[src/rtl/isa_dec_pkg.sv]
package isa_dec_pkg;

    localparam int unsigned WORD_W   = 16;
    localparam int unsigned OP_W     = 4;
    localparam int unsigned SEL_W    = 3;
    localparam int unsigned IMM8_W   = 8;
    localparam int unsigned IMM5_W   = 5;
    localparam int unsigned N_SEL    = 3;
    localparam int unsigned OP_LSB   = WORD_W - OP_W;
    localparam int unsigned COND_BIT = OP_LSB - 1;
    localparam int unsigned RD_LSB   = COND_BIT - SEL_W;

    typedef enum logic [OP_W-1:0] {
        OP_ADD  = 4'd0,  OP_SUB  = 4'd1,  OP_INV  = 4'd2,  OP_AND = 4'd3,
        OP_OR   = 4'd4,  OP_XOR  = 4'd5,  OP_SHL  = 4'd6,  OP_SHR = 4'd7,
        OP_CMP  = 4'd8,  OP_JMP  = 4'd9,  OP_JEQ  = 4'd10, OP_LDI = 4'd11,
        OP_LOAD = 4'd12, OP_STOR = 4'd13, OP_RSVE = 4'd14, OP_RSVF = 4'd15
    } opcode_e;

    typedef enum logic [3:0] {
        ALU_ADD  = 4'd0, ALU_SUB = 4'd1, ALU_INV = 4'd2, ALU_AND = 4'd3,
        ALU_OR   = 4'd4, ALU_XOR = 4'd5, ALU_SHL = 4'd6, ALU_SHR = 4'd7,
        ALU_CMP  = 4'd8, ALU_PASS = 4'd9, ALU_NONE = 4'd15
    } alu_op_e;

    typedef enum logic [1:0] {
        BR_NONE = 2'd0, BR_IMM = 2'd1, BR_REG = 2'd2, BR_EQ = 2'd3
    } branch_e;

    typedef enum logic [1:0] {
        BYTE_NONE = 2'd0, BYTE_LOW = 2'd1, BYTE_HIGH = 2'd2
    } byte_sel_e;

    typedef struct packed {
        opcode_e             op;
        logic                cond;
        logic [SEL_W-1:0]    rd;
        logic [SEL_W-1:0]    rm;
        logic [SEL_W-1:0]    rn;
        logic [IMM8_W-1:0]   imm8;
        logic [IMM5_W-1:0]   imm5;
    } fields_t;

    typedef struct packed {
        alu_op_e alu;
        logic    reg_we;
        logic    mem_rd;
        logic    mem_wr;
        logic    rm_used;
        logic    rn_used;
        logic    shamt_imm;
        logic    illegal;
    } ctrl_t;

    typedef struct packed {
        logic      alu_signed;
        branch_e   branch;
        byte_sel_e byte_sel;
        logic      rm_extra;
    } steer_t;

    function automatic logic op_is_signable(opcode_e op);
        return (op == OP_ADD) || (op == OP_SUB) || (op == OP_CMP);
    endfunction

    function automatic logic op_is_reserved(opcode_e op);
        return (op == OP_RSVE) || (op == OP_RSVF);
    endfunction

endpackage

[src/rtl/isa_field_split.sv]
module isa_field_split
    import isa_dec_pkg::*;
(
    input  logic [WORD_W-1:0] instr_i,
    output fields_t           fields_o
);
    logic [N_SEL-1:0][SEL_W-1:0] sel;

    generate
        for (genvar g = 0; g < N_SEL; g++) begin : g_sel
            assign sel[g] = instr_i[RD_LSB - g*SEL_W +: SEL_W];
        end
    endgenerate

    always_comb begin
        fields_o.op   = opcode_e'(instr_i[OP_LSB +: OP_W]);
        fields_o.cond = instr_i[COND_BIT];
        fields_o.rd   = sel[0];
        fields_o.rm   = sel[1];
        fields_o.rn   = sel[2];
        fields_o.imm8 = instr_i[IMM8_W-1:0];
        fields_o.imm5 = instr_i[IMM5_W-1:0];
    end

    always_comb begin
        a_r1_imm_nested: assert (fields_o.imm5 == fields_o.imm8[IMM5_W-1:0])
            else $error("R1 imm5 not nested in imm8");
    end
endmodule

[src/rtl/isa_ctrl_table.sv]
module isa_ctrl_table
    import isa_dec_pkg::*;
(
    input  opcode_e op_i,
    output ctrl_t   ctrl_o
);
    always_comb begin
        ctrl_o = '{alu: ALU_NONE, reg_we: 1'b0, mem_rd: 1'b0, mem_wr: 1'b0,
                   rm_used: 1'b0, rn_used: 1'b0, shamt_imm: 1'b0, illegal: 1'b0};
        case (op_i)
            OP_ADD, OP_SUB, OP_AND, OP_OR, OP_XOR, OP_CMP: begin
                ctrl_o.alu     = alu_op_e'(op_i);
                ctrl_o.reg_we  = 1'b1;
                ctrl_o.rm_used = 1'b1;
                ctrl_o.rn_used = 1'b1;
            end
            OP_INV: begin
                ctrl_o.alu     = ALU_INV;
                ctrl_o.reg_we  = 1'b1;
                ctrl_o.rn_used = 1'b1;
            end
            OP_SHL, OP_SHR: begin
                ctrl_o.alu       = alu_op_e'(op_i);
                ctrl_o.reg_we    = 1'b1;
                ctrl_o.rm_used   = 1'b1;
                ctrl_o.shamt_imm = 1'b1;
            end
            OP_JMP: ;
            OP_JEQ: begin
                ctrl_o.rm_used = 1'b1;
                ctrl_o.rn_used = 1'b1;
            end
            OP_LDI: begin
                ctrl_o.alu    = ALU_PASS;
                ctrl_o.reg_we = 1'b1;
            end
            OP_LOAD: begin
                ctrl_o.reg_we  = 1'b1;
                ctrl_o.mem_rd  = 1'b1;
                ctrl_o.rm_used = 1'b1;
            end
            OP_STOR: begin
                ctrl_o.mem_wr  = 1'b1;
                ctrl_o.rm_used = 1'b1;
                ctrl_o.rn_used = 1'b1;
            end
            default: ctrl_o.illegal = 1'b1;
        endcase
    end

    always_comb begin
        a_r5_mem_exclusive: assert (!(ctrl_o.mem_rd && ctrl_o.mem_wr))
            else $error("R5 read and write together");
        a_r10_illegal_quiet: assert (!op_is_reserved(op_i) ||
                (!ctrl_o.reg_we && !ctrl_o.mem_rd && !ctrl_o.mem_wr && ctrl_o.alu == ALU_NONE))
            else $error("R10 reserved code has side effect");
        a_r9_shift_no_rn: assert (!ctrl_o.shamt_imm || !ctrl_o.rn_used)
            else $error("R9 shift reads second port");
    end
endmodule

[src/rtl/isa_cond_steer.sv]
module isa_cond_steer
    import isa_dec_pkg::*;
(
    input  opcode_e op_i,
    input  logic    cond_i,
    output steer_t  steer_o
);
    always_comb begin
        steer_o.alu_signed = op_is_signable(op_i) & cond_i;
        steer_o.rm_extra   = 1'b0;
        case (op_i)
            OP_JMP: begin
                steer_o.branch   = cond_i ? BR_REG : BR_IMM;
                steer_o.rm_extra = cond_i;
            end
            OP_JEQ:  steer_o.branch = BR_EQ;
            default: steer_o.branch = BR_NONE;
        endcase
        if (op_i == OP_LDI)
            steer_o.byte_sel = cond_i ? BYTE_HIGH : BYTE_LOW;
        else
            steer_o.byte_sel = BYTE_NONE;
    end

    always_comb begin
        a_r7_byte_only_ldi: assert (steer_o.byte_sel == BYTE_NONE || op_i == OP_LDI)
            else $error("R7 byte select outside immediate load");
        a_r3_sign_needs_cond: assert (!steer_o.alu_signed || cond_i)
            else $error("R3 signed without condition bit");
    end
endmodule

[src/rtl/instr_decoder.sv]
module instr_decoder
    import isa_dec_pkg::*;
(
    input  logic [15:0] instr_i,
    output logic [3:0]  opcode_o,
    output logic        cond_o,
    output logic [2:0]  rd_sel_o,
    output logic [2:0]  rm_sel_o,
    output logic [2:0]  rn_sel_o,
    output logic [7:0]  imm8_o,
    output logic [4:0]  imm5_o,
    output logic [3:0]  alu_op_o,
    output logic        alu_signed_o,
    output logic        reg_we_o,
    output logic        mem_rd_o,
    output logic        mem_wr_o,
    output logic [1:0]  branch_o,
    output logic [1:0]  imm_byte_o,
    output logic        rm_used_o,
    output logic        rn_used_o,
    output logic        shamt_imm_o,
    output logic        illegal_o
);
    fields_t f;
    ctrl_t   c;
    steer_t  s;

    isa_field_split u_split (.instr_i(instr_i), .fields_o(f));
    isa_ctrl_table  u_table (.op_i(f.op), .ctrl_o(c));
    isa_cond_steer  u_steer (.op_i(f.op), .cond_i(f.cond), .steer_o(s));

    assign opcode_o     = f.op;
    assign cond_o       = f.cond;
    assign rd_sel_o     = f.rd;
    assign rm_sel_o     = f.rm;
    assign rn_sel_o     = f.rn;
    assign imm8_o       = f.imm8;
    assign imm5_o       = f.imm5;
    assign alu_op_o     = c.alu;
    assign alu_signed_o = s.alu_signed;
    assign reg_we_o     = c.reg_we;
    assign mem_rd_o     = c.mem_rd;
    assign mem_wr_o     = c.mem_wr;
    assign branch_o     = s.branch;
    assign imm_byte_o   = s.byte_sel;
    assign rm_used_o    = c.rm_used | s.rm_extra;
    assign rn_used_o    = c.rn_used;
    assign shamt_imm_o  = c.shamt_imm;
    assign illegal_o    = c.illegal;

    always_comb begin
        a_r6_branch_no_write: assert (s.branch == BR_NONE || (!c.reg_we && !c.mem_wr))
            else $error("R6 branch with write");
        a_r10_illegal_no_branch: assert (!c.illegal || (s.branch == BR_NONE && s.byte_sel == BYTE_NONE))
            else $error("R10 reserved code steers");
        a_r4_write_has_alu_or_load: assert (!c.reg_we || c.alu != ALU_NONE || c.mem_rd)
            else $error("R4 write with no source");
    end
endmodule

[config.mk]
export PLATFORM = sky130hd
export DESIGN_NAME = instr_decoder
export DESIGN_NICKNAME = d
export VERILOG_FILES = /design/src/rtl/isa_dec_pkg.sv /design/src/rtl/isa_field_split.sv /design/src/rtl/isa_ctrl_table.sv /design/src/rtl/isa_cond_steer.sv /design/src/rtl/instr_decoder.sv
export SDC_FILE = /design/constraint.sdc
export NUM_CORES = 1
export LEC_CHECK = 0
export BUFFER_PORTS_ARGS = -buffer_cell sky130_fd_sc_hd__buf_4
export CAP_MARGIN = 20
export CORE_ASPECT_RATIO = 0.9
export CORE_UTILIZATION = 25
export DETAILED_ROUTE_END_ITERATION = 10
export PLACE_DENSITY = 0.64
export SYNTH_ARGS = -nofsm -noshare
export SYNTH_HDL_FRONTEND = slang
export SYNTH_SLANG_ARGS = --single-unit
export TNS_END_PERCENT = 50
[constraint.sdc]
create_clock -name vclk -period 0.8
set_input_delay 0.04 -clock vclk [all_inputs]
set_output_delay 0.04 -clock vclk [all_outputs]
set_load 0.03 [all_outputs]
=== Word level (Yosys, flattened, before mapping) ===
Index checks and enable logic that the tools add are counted.

* Equality and inequality tests: 13
* Mux-type cells: 12
* Bitwise logic cells: 2
* Reductions and logical operators: 9

{| class="wikitable"
|+ Operators by type and width
! kind !! count
|-
| $eq 4x4->1 const B || 6
|-
| $reduce_or 11->1 || 2
|-
| $eq 4x3->1 const B || 4
|-
| $reduce_or 14->1 || 1
|-
| $pmux 4 s3 || 1
|-
| $reduce_or 9->1 || 1
|-
| $eq 4x2->1 const B || 2
|-
| $mux 1 || 8
|-
| $reduce_or 8->1 || 1
|-
| $eq 4x1->1 const B || 1
|-
| $logic_not 4->1 || 1
|-
| $mux 2 || 2
|-
| $pmux 2 s2 || 1
|-
| $logic_or 1x1->1 || 2
|-
| $reduce_or 2->1 || 1
|-
| $and 1x1->1 || 1
|-
| $or 1x1->1 || 1
|}

* Flip-flop bits (word level): 0
* Input port bits: 16
* Output and inout bits: 43
* Logic and storage cells: 36

=== Longest topological paths before layout ===
Gate-level depths: netlist (run 1).

* Depth in word-level cells: 4
* Gate-level depth with buffers: 3
* Depth with buffers taken out: 2

=== By module ===
A second synthesis (run 1) with hierarchy kept.

* Cells, all modules: 65
* Area total of the unflattened synthesis: 484.2 um^2

{| class="wikitable"
|+ Modules (own cells, without submodules)
! module !! times used !! cells each !! area an instance (um^2) !! sequential area each (um^2)
|-
| isa_field_split || 1 || 27 || 202.7 || 0.0
|-
| isa_ctrl_table || 1 || 24 || 192.7 || 0.0
|-
| isa_cond_steer || 1 || 13 || 82.6 || 0.0
|-
| instr_decoder || 1 || 1 || 6.3 || 0.0
|}

=== Worst setup path after synthesis (run 1) ===
Ideal clock, no wire load.

* Kind: in2out
* Start point: in instr_i[15]
* End point: out mem_wr_o
* Arrival time: 1.003 ns
* Required time: 0.760 ns
* Slack: -0.243 ns
* Cell stages on the path: 3
* Path buffers: 1
* Cell sequence: buf_4 > nand2_4 > nor3b_1

* Longest elaborated chain between the ends: 2

{| class="wikitable"
|+ Ends and longest elaborated chain
! what !! line !! text
|-
| start: declaration || instr_decoder.sv:4 || <nowiki>input logic [15:0] instr_i,</nowiki>
|-
| $eq 4x4->1 || isa_ctrl_table.sv:10 || <nowiki>case (op_i)</nowiki>
|-
| $mux 1 || isa_ctrl_table.sv:10 ||
|-
| end: declaration || instr_decoder.sv:16 || <nowiki>output logic mem_wr_o,</nowiki>
|}

Every way passes these cells.

=== Final worst setup path (run 1) ===
* Start point: in instr_i[11]
* End point: out branch_o[0]

* Longest elaborated chain between the ends: 2

{| class="wikitable"
|+ Ends and longest elaborated chain
! what !! line !! text
|-
| $mux 2 || isa_cond_steer.sv:13 || <nowiki>steer_o.branch = cond_i ? BR_REG : BR_IMM;</nowiki>
|-
| $pmux 2 s2 || isa_cond_steer.sv:11 || <nowiki>case (op_i)</nowiki>
|-
| end: declaration || instr_decoder.sv:17 || <nowiki>output logic [1:0] branch_o,</nowiki>
|}

Every way passes these cells.

==> results of run 1 <==
layout by cell type, fill, tap and decap left out:
| master | count |
|---|---|
| a2111oi_4 | 1 |
| a21o_1 | 1 |
| a21oi_1 | 1 |
| a21oi_2 | 2 |
| a31o_2 | 1 |
| buf_12 | 1 |
| buf_4 | 25 |
| buf_6 | 10 |
| buf_8 | 2 |
| inv_1 | 2 |
| nand2_1 | 1 |
| nand2_4 | 1 |
| nand2b_1 | 3 |
| nand3b_1 | 1 |
| nand4b_1 | 1 |
| nand4bb_1 | 1 |
| nor2_1 | 4 |
| nor3b_2 | 2 |
| o211ai_1 | 2 |
| o21ai_0 | 1 |
| o221a_1 | 1 |
| o311a_1 | 1 |
| or2_4 | 1 |
| or2b_1 | 1 |
| or3b_4 | 1 |
| xor2_1 | 1 |
per-layer routing:
layer,GRT usage,vias to the layer above
li1,-,198
met1,0.109,182
met2,0.181,18
met3,0.0128,0
met4,0.00556,0
met5,0,-
worst max-delay path: cells and delay by family:
family	cells	cell delay (ns)
compound gates	1	0.14
buf+inv	2	0.24
simple gates	1	0.38
how the worst max path moves through the flow:
stage / cells after the start / endpoint / slack, ns
4_1_cts: 4 / branch_o[0] / -0.05
5_1_grt: 4 / branch_o[0] / -0.09
3_3_place_gp: 4 / alu_op_o[1] / -0.10
3_5_place_dp: 4 / alu_op_o[1] / -0.11
2_1_floorplan: 3 / branch_o[1] / -0.1
6_report: 4 / branch_o[0] / -0.05
repair_timing:
item / CTS / global route
resized for setup: 14 / 3
gates cloned: 0 / 0
endpoints found under the setup margin: 9 / 9
pin swaps: 7 / 3
through the flow:
stage | util | cell area [um2] | instances | setup slack (ns)
floorplan | - | 480 | 63 | -0.0955
global placement | 0.333 | 572 | 93 | -0.102
detailed placement | 0.333 | 572 | 93 | -0.113
CTS | 0.363 | 623 | 93 | -0.0541
global route | 0.369 | 633 | 93 | -0.0866
finish | 0.369 | 633 | 93 | -0.0458
layout make-up:
| type | count | area (um2) | area share |
|---|---|---|---|
| inverter | 2 | 7.51 | 0.0119 |
| timing repair buffer | 38 | 350 | 0.553 |
| tap | 24 | 30.0 | 0.0474 |
| multi-input combinational | 29 | 245 | 0.387 |
power by group:
part / total (W) / switching, W / internal [W]
registers: 0 / 0 / 0
logic: 0.000429 / 0.000228 / 0.000201
clock network: 0 / 0 / 0
synth_stat cells, drive strengths merged (2+ instances only):
library cell,number,share of area
buf,31,0.50
nor2,4,0.032
a21oi,3,0.032
nand2b,3,0.040
inv,2,0.016
nand2,2,0.032
nor3b,2,0.032
o211ai,2,0.032
kinds of logic (layout without fill, tap and decap cells):
group,count (synthesis),count (layout),synth area share
AND/OR/NAND/NOR,17,17,0.244
XOR/XNOR,1,1,0.0188
buffers and inverters,34,40,0.523
AO/OA/AOI/OAI,11,11,0.214
==> run_results.csv, run 1 <==
group,metric,value,unit
final_layout,n_antenna_cell,0,
route,wirelength,958,um
route,antenna_left,0,
die,die_x,47.5,um
synth,syn_avg_cell_area,7.41,um2
placement,gp_congestion,0.679,
outcome,status,"finished, violations left",
clock_network,ctsHoldBuffers,0,
placement,place.detailed.hpwl,747,um
grt,antenna_found_initial,0,
pwr,power_leakage,0.291,nW
outcome,violations,"negative setup slack",
synth,syn_area,467,um2
setup_path,timing.critical_path.cells,"buf_8 > or3b_4 > a21oi_2 > buf_6",
hold_path,holdCritPathClass,"in -> out",
die,dieArea,2040,um2
placement,io_buffer_count,26,
hold_path,min-delay-start,"instr_i[8]",
grt,grt_pass1_vias,375,
die,die_height,43.0,um
setup_path,critPathMaxFanout,4,
grt,grt_remaining_overflow,0,
setup_path,cp-startpoint,"instr_i[11]",
setup_path,max_stage_delay,0.38,ns
final_layout,fillers,195,
synth,synth.distinct_cells,23,
hold_path,whs_path_depth,0,
timing,tightest_slew,0.232,ns
synth,ys_warn_count,0,
final_layout,drive_above_1_share,0.681,
grt,grt_pass1_wl,1.52,mm
setup_path,crit_type,"in -> out",
synth,syn_inst,63,
die,ios,59,
setup_path,critPathLaunchType,"primary input",
grt,grt_max_degree,13,
route,post_drt_wl_per_cell,10.3,um
hold_path,min_to,"rd_sel_o[0]",
route,top_layer,"met3",
setup_path,cpMaxStageDelayCell,"or3b_4",
timing,fmax,1.18,GHz
flow_run,maxCapViolations,0,
timing,tns,-0.0609,ns
final_layout,seqCellArea,0,um2
route,firstDrtPassIters,2,
timing,finalSetupViolCount,2,
die,core,1720,um2
timing,slew_headroom,0.846,
pwr,worst_ir_drop_vdd,0.327,mV
timing,post-route-period-util,1.06,
final_layout,seq_cell_count,0,
route,drt-initial-drc-count,3,
die,num_rows,14,
timing,worst_hold_slack,0.0800,ns
timing,rsz0062_at_grt,"true",
final_layout,nClkBuffers,0,
die,initial_core_util,0.272,
timing,setup_slack,-0.0458,ns
route,vias,398,
route,wl_met3,108,um
route,drc,0,
route,wl_met2,460,um
timing,slew_viol_final,0,
timing,fin_crit,0.846,ns
final_layout,nNetsFinal,87,
route,wl_met1,389,um
grt,grtUsageTotal,0.0938,
clock_network,cts_setup_buffers,0,
setup_path,crit_required,0.76,ns
timing,hold_viol,0,
setup_path,cp_data_arrival_time,0.81,ns
route,routed_via_density,4.28,
pwr,p_total,0.000429,W
synth,ys_seq_area_frac,0,
final_layout,syn2layout_area_growth,35.7,%
setup_path,end_kind,"output pin",
pwr,powerDensity,678,nW/um2
synth,syn_nets,79,
No activity file was read; power rests on OpenSTA's default activity.
==> run 2, diff against run 1 <==
Settings changed: CORE_UTILIZATION 25 to 31, PLACE_DENSITY 0.64 to 0.77.
==> run 2 against run 1 <==
  * The run still ends with negative setup slack left
  * Via count rose by 1.0%
  * Worst setup slack got worse by 0.0088 ns
  * Sequential share of layout area did not move
  * Critical path depth did not move
  * Die area fell by 19%
  * First-iteration DRC count rose by 67%
  * Count of clock-buffer cells in the layout did not move
==> run_results.csv, run 2 (synthesized netlist as in run 1, its figures left out) <==
group,metric,value,unit
setup_path,end_kind,"output pin",
timing,post-route-period-util,1.07,
timing,tightest_slew,0.230,ns
setup_path,critPathLaunchType,"primary input",
grt,grt_max_degree,15,
final_layout,layout_commonest_cell,"buf_4",
die,die_height,38.8,um
placement,gp_congestion,0.688,
timing,fmax,1.17,GHz
pwr,worst_ir_drop_vdd,0.293,mV
setup_path,cp_data_arrival_time,0.81,ns
grt,grt_remaining_overflow,0,
timing,slew_viol_final,0,
die,core,1320,um2
final_layout,n_antenna_cell,0,
route,firstDrtPassIters,2,
timing,worst_hold_slack,0.0800,ns
route,wirelength,989,um
route,vias,402,
setup_path,path_delay_family,"simple AND/OR/NAND/NOR gates",
placement,io_buffer_count,26,
flow_run,maxCapViolations,0,
grt,grt_pass1_vias,372,
route,drt-initial-drc-count,5,
setup_path,critPathMaxFanout,4,
placement,dp_slack,-0.119,ns
outcome,violations,"negative setup slack",
final_layout,nNetsFinal,88,
setup_path,crit_required,0.76,ns
die,dieArea,1660,um2
setup_path,cpMostUsedCell,"buf_6",
final_layout,final_cell_mix,"26 x buf_4, 10 x buf_6, 4 x nor2_1",
die,initial_core_util,0.353,
final_layout,seq_cell_count,0,
timing,rsz0062_at_grt,"true",
timing,slew_headroom,0.847,
final_layout,nClkBuffers,0,
pwr,p_total,0.000433,W
outcome,status,"finished, violations left",
grt,grt_pass1_wl,1.55,mm
setup_path,cpMaxStageDelayCell,"or3b_1",
die,ios,59,
timing,finalSetupViolCount,2,
die,num_rows,12,
route,antenna_left,0,
timing,tns,-0.0584,ns
setup_path,timing.critical_path.cells,"buf_6 > or3b_1 > a21oi_2 > buf_6",
route,routed_via_density,4.79,
final_layout,fillers,134,
setup_path,max_stage_delay,0.38,ns
final_layout,seqCellArea,0,um2
grt,antenna_found_initial,0,
pwr,powerDensity,691,nW/um2
hold_path,holdCritPathClass,"in -> out",
final_layout,syn2layout_area_growth,34.3,%
route,drc,0,
setup_path,path_buf_inv,2,
pwr,power_leakage,0.298,nW
timing,hold_viol,0,
timing,fin_crit,0.855,ns
timing,setup_slack,-0.0545,ns
grt,grtUsageTotal,0.117,
setup_path,crit_type,"in -> out",
placement,place.detailed.hpwl,712,um
die,die_x,42.9,um
route,post_drt_wl_per_cell,11.8,um
final_layout,drive_above_1_share,0.657,
run 2: cell count changes in the layout (fill, tap and decap cells not counted):
cell     change
a21oi_1      +1
a21oi_2      -1
buf_12       +1
buf_4        +1
buf_8        -1
or3b_1       +1
or3b_4       -1
run 2: per-stage QoR:
| stage | cell area (um2) | cells | util |
|---|---|---|---|
| floorplan | 480 | 63 | - |
| global placement | 559 | 83 | 0.423 |
| detailed placement | 559 | 83 | 0.423 |
| CTS | 614 | 84 | 0.465 |
| global route | 627 | 84 | 0.474 |
| finish | 627 | 84 | 0.474 |
run 2: final timing paths:
check / depth (start not counted) / slack [ns] / from / end
max: 4 / -0.05 / instr_i[11] / branch_o[0]
min: 0 / 0.08 / instr_i[8] / rd_sel_o[0]
run 2: timing repair:
action	in CTS	in global routing
endpoints found under the setup margin	9	8
resized for setup	14	3
setup buffers	0	0
pin swaps	8	1
hold buffers	0	0
gates cloned	1	0
hold endpoints to repair	0	0
run 2: power breakdown:
part	internal, W	leakage, nW	total (W)	switching, W
Sequential	0	0	0	0
Clock	0	0	0	0
Combinational	0.000206	0.298	0.000433	0.000227
run 2: cell type report:
type	instances	area, um2	area share
tap	14	17.5	0.0279
inverter	2	7.51	0.0120
multi-input combinational	29	239	0.381
timing repair buffer	39	363	0.579
run 2: layer usage:
metal / vias up / part of all wire / track usage
met1: 183 / 0.45 / 0.135
li1: 199 / - / -
met5: - / 0 / 0
met2: 20 / 0.47 / 0.242
met4: 0 / 0 / 0
met3: 0 / 0.078 / 0.0140
==> run 3, diff against run 2 <==
Settings changed: PLACE_DENSITY 0.77 to 0.81.
==> run 3 against run 2 <==
  * The flow still finishes with violations (negative setup slack)
  * Non-clock buffer count fell by 1
  * Worst setup slack lost 0.00084 ns
  * Routed wire length is 0.91% lower
  * Die area unchanged
  * Maximum frequency barely moved
  * Largest power group unchanged
  * Sequential share of layout area is the same
  * Final cell count is 1.2% lower
  * Total power decreased by 0.68%
  * Count of clock-buffer cells in the layout is the same
==> run_results.csv, run 3 (synthesized netlist as in run 1, its figures left out) <==
group,metric,value,unit
die,die_x,42.9,um
setup_path,cp-startpoint,"instr_i[11]",
final_layout,final_area,624,um2
outcome,violations,"negative setup slack",
final_layout,nClkBuffers,0,
route,drc,0,
placement,postPlaceCellArea,552,um2
outcome,status,"finished, violations left",
grt,antenna_found_initial,0,
timing,finalSetupViolCount,3,
setup_path,crit_type,"in -> out",
die,dieArea,1660,um2
route,drt-initial-drc-count,2,
setup_path,crit_required,0.76,ns
final_layout,layout_commonest_cell,"buf_4",
final_layout,nNetsFinal,87,
timing,slew_headroom,0.848,
timing,post-route-period-util,1.07,
final_layout,seq_cell_count,0,
grt,grt_pass1_vias,340,
placement,gp_congestion,0.692,
pwr,pwr-share-clk,0,
pwr,power_leakage,0.293,nW
grt,grt_pass1_wl,1.40,mm
timing,setup_slack,-0.0554,ns
die,core,1320,um2
setup_path,cp_data_arrival_time,0.82,ns
die,num_rows,12,
pwr,intPower,0.000202,W
final_layout,n_antenna_cell,0,
die,initial_core_util,0.353,
route,post_drt_wl_per_cell,11.8,um
route,firstDrtPassIters,4,
timing,fmax,1.17,GHz
timing,rsz0062_at_grt,"true",
final_layout,fin_util,0.473,
setup_path,cpMaxStageDelayCell,"or3b_4",
hold_path,min-delay-start,"instr_i[8]",
route,vias,394,
route,routed_via_density,4.75,
timing,hold_viol,0,
pwr,sw_frac_of_total,0.530,
pwr,p_sw,0.000228,W
flow_run,maxCapViolations,0,
pwr,share_comb_of_total_power,1.000,
final_layout,syn2layout_area_growth,33.8,%
setup_path,critPathMaxFanout,4,
timing,fin_crit,0.855,ns
final_layout,fillers,143,
setup_path,path_buf_inv,2,
pwr,powerDensity,689,nW/um2
final_layout,seqCellArea,0,um2
timing,tightest_slew,0.228,ns
setup_path,timing.critical_path.cells,"buf_8 > or3b_4 > a21oi_2 > buf_6",
timing,worst_hold_slack,0.0800,ns
hold_path,holdCritPathClass,"in -> out",
placement,io_buffer_count,26,
final_layout,finalNonFillerCells,83,
route,wirelength,980,um
placement,numPlacedInstances,82,
final_layout,final_cell_mix,"23 x buf_4, 13 x buf_6, 4 x nor2_1",
pwr,seqPwrFrac,0,
grt,grtUsageTotal,0.104,
die,ios,59,
final_layout,drive_above_1_share,0.681,
grt,grt_max_degree,15,
setup_path,critPathLaunchType,"primary input",
timing,tns,-0.0724,ns
setup_path,end_kind,"output pin",
setup_path,path_delay_family,"simple AND/OR/NAND/NOR gates",
setup_path,max_stage_delay,0.38,ns
die,die_height,38.8,um
route,antenna_left,0,
pwr,worst_ir_drop_vdd,0.325,mV
timing,slew_viol_final,0,
grt,grt_remaining_overflow,0,
placement,place.detailed.hpwl,696,um
-- run 3: layout make-up --
type | count | area, um2 | area share
Tap cell | 14 | 17.5 | 0.0281
Multi-Input combinational cell | 29 | 245 | 0.393
Inverter | 2 | 7.51 | 0.0120
Timing Repair Buffer | 38 | 354 | 0.567
-- run 3: metal layers --
metal	vias to the layer above	track usage	share of wire
li1	198	-	-
met2	21	0.197	0.44
met5	-	0	0
met3	0	0.0140	0.11
met1	175	0.127	0.45
met4	0	0.0156	0
-- run 3: power by group through the flow --
stage               Clock, W  Combinational (W)  Sequential (W)
floorplan                  0           0.000453               0
global placement           0           0.000382               0
detailed placement         0           0.000387               0
CTS                        0           0.000422               0
global route               0           0.000454               0
finish                     0           0.000430               0
-- run 3: what timing repair did --
item,in CTS,in global routing
hold buffers,0,0
resized for setup,13,5
endpoints found under the setup margin,10,7
buffers inserted,1,0
pin swaps,6,7
-- run 3: worst paths after layout --
path / to / cells after the start
hold / removal: rd_sel_o[0] / 0
setup / recovery: branch_o[0] / 4
-- run 3: per-stage QoR --
step                      total power [W]  worst slack (ns)
after floorplan                  0.000453           -0.0955
after global routing             0.000454           -0.0875
after CTS                        0.000422           -0.0481
final                            0.000430           -0.0554
after detailed placement         0.000387            -0.114
after global placement           0.000382            -0.108
